`config.mk`:
```
export PLATFORM = sky130hd
export DESIGN_NAME = qdac_load_ctrl
export DESIGN_NICKNAME = d
export VERILOG_FILES = /design/src/rtl/qdac_pkg.sv /design/src/rtl/qdac_phase_timer.sv /design/src/rtl/qdac_frame_shift.sv /design/src/rtl/qdac_clr_stretch.sv /design/src/rtl/qdac_load_ctrl.sv
export SDC_FILE = /design/constraint.sdc
export NUM_CORES = 1
export LEC_CHECK = 0
export BUFFER_PORTS_ARGS = -buffer_cell sky130_fd_sc_hd__buf_4
export CORE_ASPECT_RATIO = 0.75
export CORE_MARGIN = 8
export CORE_UTILIZATION = 58
export CTS_BUF_LIST = sky130_fd_sc_hd__clkbuf_4
export CTS_CLUSTER_DIAMETER = 120
export DETAILED_ROUTE_END_ITERATION = 7
export PLACE_DENSITY_LB_ADDON = 0.08
export SYNTH_ARGS = -nofsm -noshare
export SYNTH_HDL_FRONTEND = slang
export SYNTH_HIERARCHICAL = 1
export SYNTH_SLANG_ARGS = --single-unit
```
`constraint.sdc`:
```
create_clock -name clk -period 3.2 [get_ports clk]
set_input_delay 0.96 -clock clk [delete_from_list [all_inputs] [get_ports clk]]
set_output_delay 0.96 -clock clk [all_outputs]
set_load 0.01 [all_outputs]
```
`src/rtl/qdac_pkg.sv`:
```
package qdac_pkg;

    localparam int WORD_W = 16;
    localparam int CODE_W = 12;
    localparam int CHAN_W = 2;
    localparam int CTRL_W = 2;

    typedef enum logic [2:0] {
        ST_IDLE,
        ST_SETUP,
        ST_CLK_LOW,
        ST_CLK_HIGH,
        ST_HOLD,
        ST_DESELECT,
        ST_LOAD
    } qdac_state_e;

    // Channel in the top two bits, control field next, code at the bottom.
    function automatic logic [WORD_W-1:0] build_word(
        input logic [CHAN_W-1:0] chan,
        input logic [CTRL_W-1:0] ctrl,
        input logic [CODE_W-1:0] code
    );
        return {chan, ctrl, code};
    endfunction

endpackage

```
`src/rtl/qdac_phase_timer.sv`:
```
module qdac_phase_timer #(
    parameter int TW = 4
) (
    input  logic          clk,
    input  logic          rst_n,
    input  logic          load,
    input  logic [TW-1:0] load_val,
    output logic          done
);

    logic [TW-1:0] cnt_q;

    always_ff @(posedge clk) begin
        if (!rst_n) begin
            cnt_q <= '0;
        end else if (load) begin
            cnt_q <= load_val;
        end else if (cnt_q != '0) begin
            cnt_q <= cnt_q - 1'b1;
        end
    end

    assign done = (cnt_q == '0);

endmodule

```
`src/rtl/qdac_frame_shift.sv`:
```
module qdac_frame_shift #(
    parameter int W = 16
) (
    input  logic         clk,
    input  logic         rst_n,
    input  logic         load,
    input  logic [W-1:0] load_word,
    input  logic         shift,
    input  logic         clear,
    output logic         msb,
    output logic         last
);

    localparam int CW = $clog2(W);

    logic [W-1:0]  sr_q;
    logic [CW-1:0] bits_q;

    always_ff @(posedge clk) begin
        if (!rst_n) begin
            sr_q   <= '0;
            bits_q <= '0;
        end else if (load) begin
            sr_q   <= load_word;
            bits_q <= '0;
        end else if (clear) begin
            sr_q   <= '0;
            bits_q <= '0;
        end else if (shift) begin
            sr_q   <= {sr_q[W-2:0], 1'b0};
            bits_q <= bits_q + 1'b1;
        end
    end

    assign msb  = sr_q[W-1];
    assign last = (bits_q == CW'(W - 1));

endmodule

```
`src/rtl/qdac_clr_stretch.sv`:
```
module qdac_clr_stretch #(
    parameter int WIDTH = 4
) (
    input  logic clk,
    input  logic rst_n,
    input  logic req,
    output logic clr_n
);

    localparam int CW = $clog2(WIDTH + 1);

    logic [CW-1:0] cnt_q;
    logic [CW-1:0] cnt_d;
    logic          clr_n_q;

    always_comb begin
        if (req) begin
            cnt_d = CW'(WIDTH);
        end else if (cnt_q != '0) begin
            cnt_d = cnt_q - 1'b1;
        end else begin
            cnt_d = '0;
        end
    end

    always_ff @(posedge clk) begin
        if (!rst_n) begin
            cnt_q   <= '0;
            clr_n_q <= 1'b1;
        end else begin
            cnt_q   <= cnt_d;
            clr_n_q <= (cnt_d == '0);
        end
    end

    assign clr_n = clr_n_q;

endmodule

```
`src/rtl/qdac_load_ctrl.sv`:
```
module qdac_load_ctrl
    import qdac_pkg::*;
#(
    parameter int         DIV       = 2,
    parameter int         CS_SETUP  = 2,
    parameter int         CS_HOLD   = 3,
    parameter int         LD_WIDTH  = 3,
    parameter int         CLR_WIDTH = 4,
    parameter logic [1:0] CTRL_CODE = 2'b10
) (
    input  logic        clk,
    input  logic        rst_n,
    input  logic        start_i,
    input  logic [1:0]  chan_i,
    input  logic [11:0] code_i,
    input  logic        clr_req_i,
    output logic        ready_o,
    output logic        dac_cs_n_o,
    output logic        dac_sclk_o,
    output logic        dac_sdi_o,
    output logic        dac_ld_n_o,
    output logic        dac_clr_n_o
);

    localparam int MAX_AB = (DIV > CS_SETUP) ? DIV : CS_SETUP;
    localparam int MAX_CD = (CS_HOLD > LD_WIDTH) ? CS_HOLD : LD_WIDTH;
    localparam int MAXV   = (MAX_AB > MAX_CD) ? MAX_AB : MAX_CD;
    localparam int TW     = $clog2(MAXV) + 1;

    qdac_state_e state_q, state_d;

    logic          tmr_done;
    logic          tmr_load;
    logic [TW-1:0] tmr_val;
    logic          sh_load, sh_shift, sh_clear, sh_msb, sh_last;

    logic cs_n_q, sclk_q, ld_n_q, ready_q;

    // Next-state logic
    always_comb begin
        state_d = state_q;
        unique case (state_q)
            ST_IDLE:     if (start_i)  state_d = ST_SETUP;
            ST_SETUP:    if (tmr_done) state_d = ST_CLK_LOW;
            ST_CLK_LOW:  if (tmr_done) state_d = ST_CLK_HIGH;
            ST_CLK_HIGH: if (tmr_done) state_d = sh_last ? ST_HOLD : ST_CLK_LOW;
            ST_HOLD:     if (tmr_done) state_d = ST_DESELECT;
            ST_DESELECT:               state_d = ST_LOAD;
            ST_LOAD:     if (tmr_done) state_d = ST_IDLE;
            default:                   state_d = ST_IDLE;
        endcase
    end

    // State register
    always_ff @(posedge clk) begin
        if (!rst_n) begin
            state_q <= ST_IDLE;
        end else begin
            state_q <= state_d;
        end
    end

    // Registered outputs, decoded from the state being entered
    always_ff @(posedge clk) begin
        if (!rst_n) begin
            cs_n_q  <= 1'b1;
            sclk_q  <= 1'b1;
            ld_n_q  <= 1'b1;
            ready_q <= 1'b1;
        end else begin
            cs_n_q  <= !(state_d inside {ST_SETUP, ST_CLK_LOW, ST_CLK_HIGH, ST_HOLD});
            sclk_q  <= (state_d != ST_CLK_LOW);
            ld_n_q  <= (state_d != ST_LOAD);
            ready_q <= (state_d == ST_IDLE);
        end
    end

    // Timer reload on every state change, sized by the state entered
    always_comb begin
        tmr_load = (state_d != state_q);
        unique case (state_d)
            ST_SETUP:                tmr_val = TW'(CS_SETUP - 1);
            ST_CLK_LOW, ST_CLK_HIGH: tmr_val = TW'(DIV - 1);
            ST_HOLD:                 tmr_val = TW'(CS_HOLD - 1);
            ST_LOAD:                 tmr_val = TW'(LD_WIDTH - 1);
            default:                 tmr_val = '0;
        endcase
    end

    assign sh_load  = (state_q == ST_IDLE) && start_i;
    assign sh_shift = (state_q == ST_CLK_HIGH) && tmr_done && !sh_last;
    assign sh_clear = (state_d == ST_DESELECT) && (state_q == ST_HOLD);

    qdac_phase_timer #(
        .TW(TW)
    ) u_timer (
        .clk      (clk),
        .rst_n    (rst_n),
        .load     (tmr_load),
        .load_val (tmr_val),
        .done     (tmr_done)
    );

    qdac_frame_shift #(
        .W(WORD_W)
    ) u_shift (
        .clk       (clk),
        .rst_n     (rst_n),
        .load      (sh_load),
        .load_word (build_word(chan_i, CTRL_CODE, code_i)),
        .shift     (sh_shift),
        .clear     (sh_clear),
        .msb       (sh_msb),
        .last      (sh_last)
    );

    qdac_clr_stretch #(
        .WIDTH(CLR_WIDTH)
    ) u_clr (
        .clk   (clk),
        .rst_n (rst_n),
        .req   (clr_req_i),
        .clr_n (dac_clr_n_o)
    );

    assign ready_o    = ready_q;
    assign dac_cs_n_o = cs_n_q;
    assign dac_sclk_o = sclk_q;
    assign dac_sdi_o  = sh_msb;
    assign dac_ld_n_o = ld_n_q;

endmodule

```
==> out/metrics.yaml, run 1 <==
outcome:
  status: "finished clean"
route:
  wl_met1_mm: 1.722
  drtAntennaViolNets: 0
  vias: 1466
  drc: 0
  via_per_inst: 5.772
  avgRoutedWirePerCell_um: 13.83
  routed-wl-met2_mm: 1.559
  drt_iter0_drc: 95
  dr_wl_met3_um: 185
  first_pass_iters: 4
  drt-total-wl_mm: 3.513
  top_layer_used: "met4"
sta:
  final_hold_viol_count: 0
  fin_worst_skew_ps: 7.349
  fmax_mhz: 409.6
  slew_headroom_pct: 52.13
  min_period_ps: 2441
  worst_pin_slew_ps: 712.5
  period_share_pct: 76.29
  fin_setup_tns_ps: 0
  rsz0062_at_grt: "no"
  slew_viol_final: 0
  setup_viol: 0
clock_tree:
  clockBufferDepth: 2
  path_clk_slew_ps: 100
  cts_resized: 0
  clock_sinks: 34
  cts_root_buf: "clkbuf_4"
  clock_latency_ps: 340
  cts_tree: "yes"
  ctsHtreeMaxLevel: 2
  postCtsSetupBuffers: 0
  cts_buffers: 5
  ctsHoldBuffers: 0
final_layout:
  num_antenna_cells: 0
  final_core_util_pct: 65.54
  fillers: 265
  synthToLayoutAreaGrowth_pct: 12.00
  drive_gt1_share_pct: 21.30
  layout_common_cells: "dfxtp_1 (34), buf_4 (25), nand2_1 (24), o21ai_0 (22), a21oi_1 (21)"
  finish.instance_area_um2: 1868
  fin_nets: 238
  final_common_cell: "dfxtp_1"
power:
  vdd_drop_max_mv: 0.3414
  leakage_nw: 0.7303
  powerDensity_nw_per_um2: 619.7
yosys:
  yosys_warnings: 6
  synth.top_cells.by_area: "dfxtp_1 (41%), o21ai_0 (6.6%), a21oi_1 (6.3%)"
  synth_area_per_cell_um2: 8.553
  synth_seq_area_share_pct: 40.81
  yosys.area.top_type: "dfxtp_1"
  synth_cell_types: 49
  synth_top_cell_area_share_pct: 40.81
  synth-edff-count: 0
  synth-seq-cells: 34
  syn_area_um2: 1668
  ys_async_sr_fraction_pct: 0
  synth-main-ff-cell: "dfxtp_1"
  syn_inst: 195
floorplan:
  dieWidth_um: 77.92
  start_util_pct: 58.52
  fp-row-count: 17
  die-area_um2: 4865
  die_h_um: 62.44
  ios: 24
  core_um2: 2850
global_route:
  grt_max_degree: 28
  antenna_found_initial: 0
  grt_usage_pct: 14.96
  grt_pass1_wl_mm: 6.009
  grt_pass1_vias: 1332
  grt_overflow_total: 0
placed_design:
  place_congestion: 0.7897
  io_buffers: 23
  placed_area_um2: 1827
  hpwl_mm: 2.389
worst_setup_path:
  cp-end-kind: "register"
  path_buf_inv: 3
  critical_path.top_delay_family: "simple AND/OR/NAND/NOR gates"
  slowest_delay_ps: 610
  path_common_cell: "inv_1"
  start_kind: "register"
  worstPathMaxFanout: 15
  crit_type: "reg2reg"
  cp.arrival_ps: 2710
  cp.required_ps: 3470
  crit_chain: "inv_1 > ha_1 > nand2b_1 > inv_1 > inv_1 > nor3_1 > or3_4 > o21ai_0 > a21oi_1"
  cpMaxStageDelayCell: "nor3_1"
min_path:
  hold_class: "reg2reg"
flow_run:
  cap_violations: 0
flip-flops by register name, indices dropped and copies added, names as in the netlist:
name	cells
u_shift/bits_q	4
u_clr/clr_n	1
u_clr/cnt_q	3
dac_sclk_o	1
dac_cs_n_o	1
u_timer/cnt_q	3
ready_o	1
state_q	3
dac_ld_n_o	1
u_shift/sr_q	16
cell usage after synthesis, drive strengths merged, types with 3 or more instances:
| cell | number |
|---|---|
| nor2 | 9 |
| a21oi | 22 |
| ha | 3 |
| nor3b | 3 |
| buf | 9 |
| inv | 7 |
| o21ai | 33 |
| nand2 | 25 |
| dfxtp | 34 |
| nor2b | 8 |
| o21a | 3 |
| nor3 | 3 |
final timing paths:
path,slack (ps),depth (start not counted),from,endpoint
hold / removal,480,1,u_clr/cnt_q[0],u_clr/cnt_q[0]
setup reg to reg,760,9,u_timer/cnt_q[0],u_shift/sr_q[2]
hold reg to reg,480,1,u_clr/cnt_q[0],u_clr/cnt_q[0]
setup / recovery,760,9,u_timer/cnt_q[0],u_shift/sr_q[2]
layer usage:
metal,vias up,global-route usage [%]
met3,5,5.316
li1,728,-
met2,39,21.64
met5,-,0
met1,694,19.54
met4,0,6.221
worst register-to-register path: cells and delay by family (launching register included):
| family | cells | cell delay, ps |
|---|---|---|
| adders and majority gates | 1 | 210 |
| AOI/OAI and AO/OA | 2 | 230 |
| DFF | 1 | 330 |
| and+or+nand+nor | 3 | 1090 |
| buffers and inverters | 3 | 520 |
final cells by class:
class	count	area (um^2)	area share, %
Clock buffer	5	37.54	2.009
Clock inverter	1	3.754	0.2009
Inverter	7	26.28	1.407
Multi-Input combinational cell	144	884.6	47.35
Sequential cell	34	680.7	36.44
Tap cell	38	47.55	2.545
Timing Repair Buffer	25	187.7	10.05
where the power goes:
group / internal [mW] / switching [mW] / total [mW]
Combinational: 0.174 / 0.219 / 0.394
Clock: 0.0750 / 0.140 / 0.215
Sequential: 0.492 / 0.0569 / 0.549
kinds of logic (layout without fill, tap and decap cells):
group | after synthesis | after routing | synth area share, %
buffers and inverters | 18 | 38 | 6.376
XOR/XNOR | 3 | 3 | 1.576
AND/OR/NAND/NOR | 61 | 61 | 20.41
other | 2 | 3 | 0.4503
adder cells (fa/ha/maj) | 3 | 3 | 2.251
flip-flops | 34 | 34 | 40.81
AO/OA/AOI/OAI | 73 | 73 | 27.53
multiplexers | 1 | 1 | 0.6002
through the flow:
stage | cells | total power [mW] | worst slack, ps | hold WS [ps]
2_1_floorplan | 196 | 0.8764 | 881.7 | 440.3
3_3_place_gp | 248 | 0.9279 | 907.6 | 459.9
3_5_place_dp | 248 | 0.9475 | 826.3 | 469.2
4_1_cts | 254 | 1.155 | 792.6 | 484.0
5_1_grt | 254 | 1.232 | 605.2 | 514.0
6_report | 254 | 1.158 | 758.6 | 479.0
Note: power is estimated with default switching activity, not from simulation.
==> run 2, diff against run 1 <==
Clock period 3.2 ns to 2.5 ns, I/O delays scaled along.
==> run 2 against run 1 <==
  * Critical path depth up 1
  * Wire length down 4.8%
  * Largest cell class unchanged
  * Clock skew up 3.3 ps
  * Global-route usage down 0.71 points
  * First-iteration DRC count up 4.2%
  * Worst hold slack about the same
  * Setup slack worse by 480 ps
  * Final cell count up 1.2%
  * Register-to-register slack worse by 480 ps
  * Final area up 1.1%
  * Count of clock-buffer cells in the layout unchanged
==> out/metrics.yaml, run 2 (synthesis results as in run 1) <==
clock_tree:
  ctsHtreeMaxLevel: 2
  clock_latency_ps: 340
  ctsHoldBuffers: 0
  postCtsSetupBuffers: 0
  cts_root_buf: "clkbuf_4"
  path_clk_slew_ps: 110
  cts_buffers: 5
  clock_sinks: 34
  clockBufferDepth: 2
  cts_tree: "yes"
  cts_resized: 0
flow_run:
  cap_violations: 0
final_layout:
  final_core_util_pct: 66.24
  drive_gt1_share_pct: 22.37
  layout_common_cells: "dfxtp_1 (34), buf_4 (26), nand2_1 (24), o21ai_0 (22), a21oi_1 (21)"
  largest_reg_flops: 16
  synthToLayoutAreaGrowth_pct: 13.20
  reg.largest.list: "u_shift/sr_q: 16 flops, u_shift/bits_q: 4 flops"
  final_common_cell: "dfxtp_1"
  num_antenna_cells: 0
  instances_no_fill: 257
  fin_nets: 239
  top_register: "u_shift/sr_q"
global_route:
  antenna_found_initial: 0
  grt_usage_pct: 14.24
  grt_pass1_vias: 1262
  grt_pass1_wl_mm: 5.664
  grt_max_degree: 28
  grt_overflow_total: 0
power:
  power_mw: 1.487
  p_sw_share_pct: 35.65
  power.switching_uw: 530.2
  powerDensity_nw_per_um2: 787.8
  clkPwrFrac_pct: 19.5
  vdd_drop_max_mv: 0.4127
  power.internal_uw: 957.2
  sequentialPowerShare_pct: 47.3
  leakage_nw: 0.7398
  power_frac_comb_pct: 33.2
floorplan:
  dieWidth_um: 77.92
  die-area_um2: 4865
  die_h_um: 62.44
  start_util_pct: 58.52
  fp-row-count: 17
  core_um2: 2850
  ios: 24
worst_setup_path:
  cp.required_ps: 2740
  crit_type: "reg2reg"
  worstPathMaxFanout: 15
  cp-end-kind: "register"
  start_kind: "register"
  cp.arrival_ps: 2450
route:
  drc: 0
  via_per_inst: 5.564
  drt_iter0_drc: 99
  avgRoutedWirePerCell_um: 13.02
  first_pass_iters: 4
  vias: 1430
  drtAntennaViolNets: 0
  drt-total-wl_mm: 3.345
placed_design:
  dp.cells: 249
  place_congestion: 0.7606
  hpwl_mm: 2.380
  io_buffers: 23
min_path:
  hold_class: "reg2reg"
sta:
  period_share_pct: 88.73
  fmax_mhz: 450.8
  final_hold_viol_count: 0
  slew_headroom_pct: 60.02
  fin_worst_skew_ps: 10.61
  setup_viol: 0
  min_period_ps: 2218
  hold_slack_ps: 479.4
  slew_viol_final: 0
  rsz0062_at_grt: "no"
  fin_setup_tns_ps: 0
  worst_pin_slew_ps: 598.8
outcome:
  status: "finished clean"
[run 2: layout make-up]
class,instances,area (um^2)
Fill cell,233,962.2
Multi-Input combinational cell,144,884.6
Sequential cell,34,680.7
Timing Repair Buffer,26,195.2
Tap cell,38,47.55
Clock buffer,5,37.54
Inverter,7,26.28
Clock inverter,3,16.27
[run 2: routing by layer]
layer	track usage [%]	vias to the layer above	share of wire [%]	wire length, um
li1	-	739	-	-
met1	17.94	652	47	1572
met2	21.33	35	45	1514
met3	5.029	4	6.8	229
met4	6.221	0	0.87	29
met5	0	-	0	0
[run 2: metrics by stage]
step,setup slack (ps),area [um^2]
CTS,303.1,1888
global placement,419.4,1834
detailed placement,324.6,1834
global route,44.58,1888
finish,281.8,1888
floorplan,181.7,1672
[run 2: power groups by stage]
stage	combinational [mW]	clock (mW)	sequential, mW
after floorplan	0.437	0	0.685
final	0.494	0.291	0.703
after CTS	0.494	0.304	0.702
after detailed placement	0.491	0	0.715
after global placement	0.476	0	0.710
after global routing	0.555	0.331	0.717
[run 2: worst paths after layout]
check / start / endpoint / slack, ps / depth (start not counted)
max reg2reg: u_timer/cnt_q[0] / u_shift/sr_q[2] / 280 / 10
max: u_timer/cnt_q[0] / u_shift/sr_q[2] / 280 / 10
min reg2reg: u_clr/cnt_q[0] / u_clr/cnt_q[0] / 480 / 1
min: u_clr/cnt_q[0] / u_clr/cnt_q[0] / 480 / 1
[run 2: worst max-delay path, cell delays in order, from the launching register on]
cell and delay (ps):
dfxtp_1 370, inv_1 70, ha_1 230, nand2b_1 120
inv_1 180, nand2_1 140, nor4_1 50, buf_4 180
or3_4 480, o21ai_0 230, a21oi_1 60
